--- src/rtl/irq_prio_pkg.sv ---
package irq_prio_pkg;

    localparam int LVL_W  = 3;
    localparam int ADDR_W = 5;
    localparam int VEC_W  = 8;

    typedef logic [LVL_W-1:0]  level_t;
    typedef logic [ADDR_W-1:0] addr_t;
    typedef logic [VEC_W-1:0]  vector_t;

    localparam addr_t ADDR_MASK = 5'd0;
    localparam addr_t ADDR_MODE = 5'd1;
    localparam addr_t ADDR_PEND = 5'd2;

    typedef enum logic [2:0] {
        SEL_NONE,
        SEL_MASK,
        SEL_MODE,
        SEL_PEND,
        SEL_LEVEL
    } reg_sel_e;

    typedef struct packed {
        logic    valid;
        vector_t vector;
    } ack_rsp_t;

    function automatic reg_sel_e decode_addr(input addr_t a, input int nsrc);
        reg_sel_e s;
        if (a == ADDR_MASK)                          s = SEL_MASK;
        else if (a == ADDR_MODE)                     s = SEL_MODE;
        else if (a == ADDR_PEND)                     s = SEL_PEND;
        else if (a[4] && (int'(a[3:0]) < nsrc))      s = SEL_LEVEL;
        else                                         s = SEL_NONE;
        return s;
    endfunction

endpackage

--- src/rtl/irq_pin_capture.sv ---
module irq_pin_capture (
    input  logic clk,
    input  logic rst,
    input  logic pin_n,
    input  logic edge_mode,
    input  logic clr,
    output logic pending
);
    logic pin_q;
    logic pin_qq;
    logic flag_q;
    logic fall;

    assign fall = pin_qq & ~pin_q;

    always_ff @(posedge clk) begin
        if (rst) begin
            pin_q  <= 1'b1;
            pin_qq <= 1'b1;
            flag_q <= 1'b0;
        end else begin
            pin_q  <= pin_n;
            pin_qq <= pin_q;
            flag_q <= (flag_q & ~clr) | fall;
        end
    end

    assign pending = edge_mode ? flag_q : ~pin_q;

    AST_EDGE_STICKY: assert property (@(posedge clk) disable iff (rst)
        (flag_q && !clr) |=> flag_q) else $error("edge flag lost");

endmodule

--- src/rtl/irq_level_resolve.sv ---
module irq_level_resolve
    import irq_prio_pkg::*;
#(
    parameter int NUM_SRC = 8
) (
    input  logic                 clk,
    input  logic                 rst,
    input  logic [NUM_SRC-1:0]   active,
    input  level_t [NUM_SRC-1:0] levels,
    input  level_t               core_mask,
    output level_t               irq_level
);
    level_t best;
    level_t lvl_s1;
    level_t lvl_s2;

    always_comb begin
        best = '0;
        for (int i = 0; i < NUM_SRC; i++) begin
            if (active[i] && (levels[i] > best)) best = levels[i];
        end
    end

    always_ff @(posedge clk) begin
        if (rst) begin
            lvl_s1 <= '0;
            lvl_s2 <= '0;
        end else begin
            lvl_s1 <= best;
            lvl_s2 <= lvl_s1;
        end
    end

    assign irq_level = (lvl_s2 > core_mask) ? lvl_s2 : '0;

    AST_LVL_HAS_SOURCE: assert property (@(posedge clk) disable iff (rst)
        (lvl_s2 != '0) |-> $past(active != '0, 2)) else $error("level without source");

endmodule

--- src/rtl/irq_ack_select.sv ---
module irq_ack_select
    import irq_prio_pkg::*;
#(
    parameter int NUM_SRC  = 8,
    parameter int VEC_BASE = 64,
    parameter int SPUR_VEC = 24
) (
    input  logic                 clk,
    input  logic                 rst,
    input  logic [NUM_SRC-1:0]   active,
    input  level_t [NUM_SRC-1:0] levels,
    input  logic                 iack,
    input  level_t               iack_level,
    output ack_rsp_t             rsp
);
    localparam int IDX_W = (NUM_SRC > 1) ? $clog2(NUM_SRC) : 1;

    logic             found;
    logic [IDX_W-1:0] win_idx;

    always_comb begin
        found   = 1'b0;
        win_idx = '0;
        for (int i = 0; i < NUM_SRC; i++) begin
            if (!found && active[i] && (levels[i] == iack_level) && (iack_level != '0)) begin
                found   = 1'b1;
                win_idx = IDX_W'(i);
            end
        end
    end

    always_ff @(posedge clk) begin
        if (rst) begin
            rsp <= '0;
        end else begin
            rsp.valid <= iack;
            if (iack) begin
                rsp.vector <= found ? vector_t'(VEC_BASE + int'(win_idx))
                                    : vector_t'(SPUR_VEC);
            end
        end
    end

    AST_SPUR_WHEN_EMPTY: assert property (@(posedge clk) disable iff (rst)
        (iack && !found) |=> (rsp.vector == vector_t'(SPUR_VEC))) else $error("missing spurious");

endmodule

--- src/rtl/irq_prio_ctrl.sv ---
module irq_prio_ctrl
    import irq_prio_pkg::*;
#(
    parameter int NUM_SRC  = 8,
    parameter int VEC_BASE = 64,
    parameter int SPUR_VEC = 24
) (
    input  logic               clk,
    input  logic               rst,
    input  logic [NUM_SRC-1:0] irq_n_i,
    input  logic               bus_we,
    input  logic [4:0]         bus_addr,
    input  logic [NUM_SRC-1:0] bus_wdata,
    output logic [NUM_SRC-1:0] bus_rdata,
    input  logic [2:0]         core_mask_i,
    output logic [2:0]         irq_level_o,
    input  logic               iack_i,
    input  logic [2:0]         iack_level_i,
    output logic               ack_valid_o,
    output logic [7:0]         ack_vector_o
);
    localparam int IDX_W = (NUM_SRC > 1) ? $clog2(NUM_SRC) : 1;

    logic [NUM_SRC-1:0]   mask_q;
    logic [NUM_SRC-1:0]   mode_q;
    level_t [NUM_SRC-1:0] lvl_q;
    logic [NUM_SRC-1:0]   pend_w;
    logic [NUM_SRC-1:0]   clr_w;
    logic [NUM_SRC-1:0]   active_w;
    reg_sel_e             sel;
    logic [3:0]           lvl_idx;
    ack_rsp_t             rsp;

    assign sel     = decode_addr(bus_addr, NUM_SRC);
    assign lvl_idx = bus_addr[3:0];

    always_ff @(posedge clk) begin
        if (rst) begin
            mask_q <= '1;
            mode_q <= '0;
            lvl_q  <= '0;
        end else if (bus_we) begin
            case (sel)
                SEL_MASK:  mask_q <= bus_wdata;
                SEL_MODE:  mode_q <= bus_wdata;
                SEL_LEVEL: lvl_q[lvl_idx] <= bus_wdata[LVL_W-1:0];
                default: ;
            endcase
        end
    end

    always_comb begin
        bus_rdata = '0;
        case (sel)
            SEL_MASK:  bus_rdata = mask_q;
            SEL_MODE:  bus_rdata = mode_q;
            SEL_PEND:  bus_rdata = pend_w;
            SEL_LEVEL: bus_rdata[LVL_W-1:0] = lvl_q[lvl_idx];
            default:   bus_rdata = '0;
        endcase
    end

    assign clr_w    = (bus_we && sel == SEL_PEND) ? bus_wdata : '0;
    assign active_w = pend_w & ~mask_q;

    for (genvar g = 0; g < NUM_SRC; g++) begin : g_pin
        irq_pin_capture u_cap (
            .clk       (clk),
            .rst       (rst),
            .pin_n     (irq_n_i[g]),
            .edge_mode (mode_q[g]),
            .clr       (clr_w[g]),
            .pending   (pend_w[g])
        );
    end

    irq_level_resolve #(.NUM_SRC(NUM_SRC)) u_resolve (
        .clk       (clk),
        .rst       (rst),
        .active    (active_w),
        .levels    (lvl_q),
        .core_mask (core_mask_i),
        .irq_level (irq_level_o)
    );

    irq_ack_select #(.NUM_SRC(NUM_SRC), .VEC_BASE(VEC_BASE), .SPUR_VEC(SPUR_VEC)) u_ack (
        .clk        (clk),
        .rst        (rst),
        .active     (active_w),
        .levels     (lvl_q),
        .iack       (iack_i),
        .iack_level (iack_level_i),
        .rsp        (rsp)
    );

    assign ack_valid_o  = rsp.valid;
    assign ack_vector_o = rsp.vector;

    logic [NUM_SRC-1:0] mask_prev;
    logic [7:0]         ack_off;
    always_ff @(posedge clk) mask_prev <= mask_q;
    assign ack_off = ack_vector_o - 8'(VEC_BASE);

    AST_LVL_ABOVE_MASK: assert property (@(posedge clk) disable iff (rst)
        (irq_level_o != '0) |-> (irq_level_o > core_mask_i)) else $error("level not above mask");

    AST_ACK_AFTER_IACK: assert property (@(posedge clk) disable iff (rst)
        ack_valid_o |-> $past(iack_i)) else $error("vector without acknowledge");

    AST_VEC_UNMASKED: assert property (@(posedge clk) disable iff (rst)
        (ack_valid_o && ack_vector_o != 8'(SPUR_VEC)) |-> !mask_prev[ack_off[IDX_W-1:0]])
        else $error("masked source won");

endmodule

--- config.mk ---
export PLATFORM = sky130hd
export DESIGN_NAME = irq_prio_ctrl
export DESIGN_NICKNAME = d
export VERILOG_FILES = /design/src/rtl/irq_prio_pkg.sv /design/src/rtl/irq_pin_capture.sv /design/src/rtl/irq_level_resolve.sv /design/src/rtl/irq_ack_select.sv /design/src/rtl/irq_prio_ctrl.sv
export SDC_FILE = /design/constraint.sdc
export NUM_CORES = 1
export LEC_CHECK = 0
export ABC_AREA = 1
export BUFFER_PORTS_ARGS = -buffer_cell sky130_fd_sc_hd__buf_2
export CAP_MARGIN = 25
export CORE_MARGIN = 5
export CORE_UTILIZATION = 40
export DETAILED_ROUTE_END_ITERATION = 6
export PLACE_DENSITY_LB_ADDON = 0.05
export SLEW_MARGIN = 20
export SYNTH_ARGS = -nofsm -noshare
export SYNTH_HDL_FRONTEND = slang
export SYNTH_HIERARCHICAL = 1
export SYNTH_SLANG_ARGS = --single-unit
--- constraint.sdc ---
create_clock -name clk -period 17.8 [get_ports clk]
set_input_delay 1.78 -clock clk [delete_from_list [all_inputs] [get_ports clk]]
set_output_delay 1.78 -clock clk [all_outputs]
set_load 0.1 [all_outputs]
======== Yosys cells after proc, flatten, opt, wreduce, memory -nomap -nowiden ========
Index checks and enable logic that the tools add are counted.
storage, ports and cells
  flip-flop bits (word level) ............. 79
  output and inout port bits .............. 20
  word-level logic and storage cells ...... 198
operators by class
  add/subtract/negate cells ............... 1
  $lt $le $gt $ge ......................... 12
  equal/unequal tests ..................... 14
  mux-type cells .......................... 45
  bitwise logic cells ..................... 42
  reduce and logical (&&, ||, !) cells .... 46
operators by type and width
  cell                   count
  $mux W3                19
  $logic_and A1 B1 Y1    34
  $bwmux W24             1
  $eq A3 B3 Y1           8
  $gt A3 B3 Y1           8
  $mux W1                17
  $and A1 B1 Y1          16
  $mux W8                2
  $not A1 Y1             16
  $pmux W5 S3            1
  $pmux W3 S4            1
  $bmux W3 S3            1
  $demux W3 S3           1
  $add A7 B3 Y8 const A  1
  $and A8 B8 Y8          1
  $lt A4 B4 Y1 const B   2
  $not A8 Y8             1
  $or A1 B1 Y1           8
  $logic_not A1 Y1       7
  $eq A3 B2 Y1 const B   2
  $reduce_and A2 Y1      3
  $eq A5 B1 Y1 const B   1
  $eq A5 B2 Y1 const B   1
  $logic_not A5 Y1       1
  6 further kinds        7

======== Logic depth before layout (Yosys ltp) ========
  depth in word-level cells ............... 43
  depth in mapped cells ................... 65
  gate-level depth less buffers ........... 65

======== Modules after synthesis ========
Netlist, hierarchy kept.
modules (own cells, without submodules)
  module             times used  cells an instance  area an instance (um^2)  sequential area each (um^2)
  irq_prio_ctrl      1           375                2,260.9                  800.8
  irq_level_resolve  1           182                1,152.4                  120.1
  irq_pin_capture    8           13                 105.1                    60.1
  irq_ack_select     1           149                799.5                    120.1

======== Worst setup path after synthesis ========
Ideal clock, no wire load.
  path kind ............................... register -> register
  start ................................... register g_pin[0].u_cap.pin_q
  end ..................................... register u_resolve.lvl_s1[2]
  setup time .............................. 116 ps
  data arrival time ....................... 7,095 ps
  data required time ...................... 17,684 ps
  slack ................................... 10,589 ps
  cell stages (with the launch flop) ...... 63
  cell sequence ........................... dfxtp_1 o21ai_0 inv_1 nor2_1 nand2_1 nor2_1 inv_1 ha_1 nand3_1 nand2_1 inv_2 nand2_4 nand2_1 o21ai_0 ha_1 nor2_1 or2_2 nand3_2 [27 not listed] inv_1 nor2_1 o21ai_0 inv_1 o21ai_0 o21ai_1 inv_1 nand3_2 and2_1 ha_1 nand2_1 nor2_1 a211oi_1 nor2_1 inv_1 nand2_1 o211ai_1 inv_1
on the way
  cells in the longest elaborated chain, start to end .. 26
RTL lines
  what                     RTL line                 RTL
  start, declared          irq_pin_capture.sv:9     logic pin_q;
  start signal, assigned   irq_pin_capture.sv:22    pin_q <= pin_n;
  $not A1 Y1 (*)           irq_pin_capture.sv:28    assign pending = edge_mode ? flag_q : ~pin_q;
  $mux W1 (*)              irq_pin_capture.sv:28
  named net pend_w[0]      irq_prio_ctrl.sv:27      logic [NUM_SRC-1:0] pend_w;
  $and A8 B8 Y8 (*)        irq_prio_ctrl.sv:64      assign active_w = pend_w & ~mask_q;
  named net active_w[0]    irq_prio_ctrl.sv:29      logic [NUM_SRC-1:0] active_w;
  $logic_and A1 B1 Y1 (*)  irq_level_resolve.sv:20  if (active[i] && (levels[i] > best)) best = levels[i];
  $mux W3 (*)              irq_level_resolve.sv:20
  $gt A3 B3 Y1             irq_level_resolve.sv:20
  [12 not listed]          -
  $logic_and A1 B1 Y1      irq_level_resolve.sv:20
  $mux W3 (*)              irq_level_resolve.sv:20
  $gt A3 B3 Y1             irq_level_resolve.sv:20
  $logic_and A1 B1 Y1      irq_level_resolve.sv:20
  $mux W3 (*)              irq_level_resolve.sv:20
  $gt A3 B3 Y1             irq_level_resolve.sv:20
  $logic_and A1 B1 Y1      irq_level_resolve.sv:20
  $mux W3 (*)              irq_level_resolve.sv:20
  end signal, assigned     irq_level_resolve.sv:29  lvl_s1 <= best;
  end, declared            irq_level_resolve.sv:14  level_t lvl_s1;
Mark *: on every way through the listed nets, which the timed path passes. The rest lies on a longest branch.
A chain may end at the register's enable or synchronous reset.

======== Final worst setup path ========
Ends and elaborated chain as after synthesis.

==> summary.md <==
| Metric | Value |
|---|---|
| Final worst slack | 9.634 ns |
| Setup TNS | 0 ns |
| Largest family of logic cells by synthesized area | simple AND/OR/NAND/NOR gates |
| Vias in the first global route | 4,500 |
| CTS Buf Count | 9 |
| Share of layout cells above drive strength 1 | 17.46% |
| Max_slew headroom | 51.31% |
| Worst-case clock buffer depth | 2 |
| DRC Markers | 0 |
| Diode count | 0 |
| Final hold violations | 0 |
| Post-synthesis sequential area ratio | 30.11% |
| Critical Path RT | 18.03 ns |
| IO Pins | 51 |
| P_leak | 2.833 nW |
| PwrDens | 76.43 mW/mm^2 |
| Synthesized area | 0.005054 sq mm |
| Fillers | 1,347 |
| GP Congestion | 0.8637 |
| Post-Syn Instances | 810 |
| Post-Syn Area per Cell | 6.239 sq um |
| DRT iter0 DRCs | 187 |
| Port Buffers | 48 |
| M2 GR Usage | 30.54% |
| Async SR Flop Fraction | 0% |
| Largest net degree at the start of global routing | 36 |
| Row count | 41 |
| Post-placement cell area | 0.005430 sq mm |
| Worst vdd ir | 0.00006519 V |
| Initial Util | 40.37% |
| Wire length per cell | 12.28 um |
| H-tree Lvls | 3 |
| Arrival time worst endpoint | 8.40 ns |
| Nets | 900 |
| Post-route ant nets | 0 |
| WP buf/inv | 8 |
| Hold_ws | 0.4008 ns |
| Synth cell types | 43 |
| Total grt overflow | 0 |
| Fin crit share | 45.88% |
| Number of setup buffers added after CTS | 0 |
| Crit path kind | flip-flop to flip-flop |
| Setup crit start kind | flip-flop |
| Tot Pwr | 442.2 uW |
| Die height | 122.4 um |
| Antenna violations before repair | 0 |
| CP Capture Type | flip-flop |
| Clk sinks | 76 |
| Dominant cell type by count on the critical path | nand2_1 |
| Vias | 4,759 |
| Mux cell area share after synthesis | 0% |
| RSZ-0062 raised after global routing | no |
| Final Max Slew Viols | 0 |
| Hold Path Class | flip-flop to flip-flop |
| Fin util | 46.22% |
| Highest clock rate | 122.5 MHz |
| Worst Tran Pin Value | 0.7303 ns |
| Flop and latch count out of synthesis | 76 |
| DRT Wirelength | 12,660 um |
| Critical Path Fanout Max | 6 |
| Setup WS pre-CTS | 9.674 ns |
| Routing usage on met1 | 22.57% |
| Final HPWL DP | 9953 um |
| # Max-Cap Violations | 0 |
| Root Driver | clkbuf_16 |
| TritonCTS clock tree | done |
| Die area | 0.01498 sq mm |
| Post-CTS sizing | 0 |
| Slowest CP cell | dfxtp_1 |
| Fin area | 0.005786 sq mm |
| Status | finished, final reports clean |
| Synth Flop Type | dfxtp_1 |
| Met3 Resource Use GR | 3.410% |
| Pre-Repair DR Iteration Count | 4 |
| Post-Layout Cell Count | 1,031 |
| Compound-gate portion of the synthesized area | 9.309% |
| Min Tclk post-route | 8.166 ns |
| First-pass GRT wire length | 21,230 um |
| Hold-fix buffers at CTS | 0 |
| Inst Count DP | 1,015 |
| Max incr delay on CP | 0.32 ns |
| Global route hottest layer | met2 |
| Clock transition at path regs | 0.06 ns |
| Setup skew after layout | 0.01117 ns |
| Setup-failing EPs final | 0 |
| Yosys warning total | 6 |
| Core Area | 0.01252 sq mm |
| Die width | 122.4 um |
| Simple-gate share of the synthesized area | 43.23% |
| Post-synth EDFFs | 0 |
| Post-synthesis adder-cell area fraction | 3.714% |
| Clk_lat worst skew | 0.34 ns |
| P&R area growth vs syn | 14.48% |
| Worst path top cell family by delay | simple AND/OR/NAND/NOR gates |
| Vias per cell | 4.616 |
| Total global-route track usage | 17.92% |
| Xor/xnor share of the synthesized area | 0% |
worst register-to-register path: cells and delay by family, from the launching register on:
family / cells / cell delay (ns)
flip-flops: 1 / 0.32
buffers and inverters: 8 / 0.68
adder cells (fa/ha/maj): 7 / 1.99
AO/OA/AOI/OAI: 12 / 1.79
AND/OR/NAND/NOR: 35 / 3.25
Yosys cell counts (2+ instances only):
cell	n	area, sq um
o21a_1	2	15.01
o211ai_1	6	45.04
a21oi_1	5	25.02
dfxtp_1	76	1521
and2_1	2	12.51
clkinv_1	2	7.510
o22ai_1	2	12.51
a21oi_2	2	17.52
nor3_1	4	20.02
nor2_2	14	87.58
buf_4	6	45.04
o21ai_1	5	25.02
nand2_4	6	67.56
inv_1	142	533.0
clkbuf_1	7	26.28
nand4_1	6	37.54
inv_2	9	33.78
or2_1	8	50.05
nor2_4	8	90.09
a21boi_1	4	30.03
a21boi_2	6	67.56
nor2_1	126	473.0
o21ai_0	39	195.2
nand3_2	14	140.1
ha_1	15	187.7
buf_2	3	15.01
or2_2	2	12.51
nand3_1	59	295.3
nand2_2	18	112.6
nand2_1	199	747.0
registers in the layout, summed over array words and instances (netlist names):
signal,flops
lvl_q,24
g_pin.u_cap/flag_q,8
g_pin.u_cap/pin_q,8
g_pin.u_cap/pin_qq,8
mask_q,8
mode_q,8
u_ack/rsp,6
u_resolve/lvl_s1,3
u_resolve/lvl_s2,3
layout by cell type, fill, tap and decap left out, types with 2 or more instances in the layout:
cell type  synthesis  final
inv_2              9      9
nand2_4            6      6
dfxtp_1           76     76
inv_1            142    142
clkbuf_16          0      9
o211ai_1           6      6
nor2_2            14     14
and2_1             2      2
nand3_2           14     14
a21boi_1           4      4
buf_2              3     48
a21oi_2            2      2
or2_2              2      2
nor2_1           126    126
a21oi_1            5      5
bufinv_16          0      3
conb_1             1      2
a21boi_2           6      6
clkinv_1           2      2
ha_1              15     15
o21ai_0           39     39
o21a_1             2      2
o21ai_1            5      5
nand2_2           18     18
nor3_1             4      4
nand3_1           59     59
or2_1              8      8
o22ai_1            2      2
nand2_1          199    199
nor2_4             8      8
nand4_1            6      6
inv_6              0      3
power by group:
part           internal (mW)  leakage [nW]  switching, mW
Sequential             0.175         0.620        0.00310
Combinational         0.0126          2.04         0.0342
Clock                  0.142         0.174         0.0754
Total                  0.330          2.83          0.113
final cells by class:
class	instances	area [sq um]	area share, %
multi-input cells	563	2850	49.26
clock inverters	6	116.4	2.011
repair buffers	49	255.2	4.412
clock buffers	10	239.0	4.131
inverters	155	588.1	10.16
flip-flops and latches	76	1521	26.30
well taps	172	215.2	3.720
routing by layer:
layer	wire length, um	vias to the layer above
li1	-	2567
met4	248	0
met5	0	-
met3	431	18
met2	5969	64
met1	6009	2110
cells by family (layout without fill, tap and decap cells):
group | count (synthesis) | after routing
adders and majority gates | 15 | 15
other | 1 | 2
AOI/OAI and AO/OA | 76 | 76
buffers and inverters | 172 | 220
and+or+nand+nor | 470 | 470
DFF | 76 | 76
worst paths after layout:
| check | startpoint | to | slack, ns | cells past startpoint |
|---|---|---|---|---|
| worst max-delay path | g_pin[0].u_cap/pin_q | u_resolve/lvl_s1[2] | 9.63 | 62 |
| worst min-delay path | u_resolve/lvl_s1[2] | u_resolve/lvl_s2[2] | 0.40 | 2 |
| worst max register to register | g_pin[0].u_cap/pin_q | u_resolve/lvl_s1[2] | 9.63 | 62 |
| worst min register to register | u_resolve/lvl_s1[2] | u_resolve/lvl_s2[2] | 0.40 | 2 |
(Power assumes the default switching activity.)
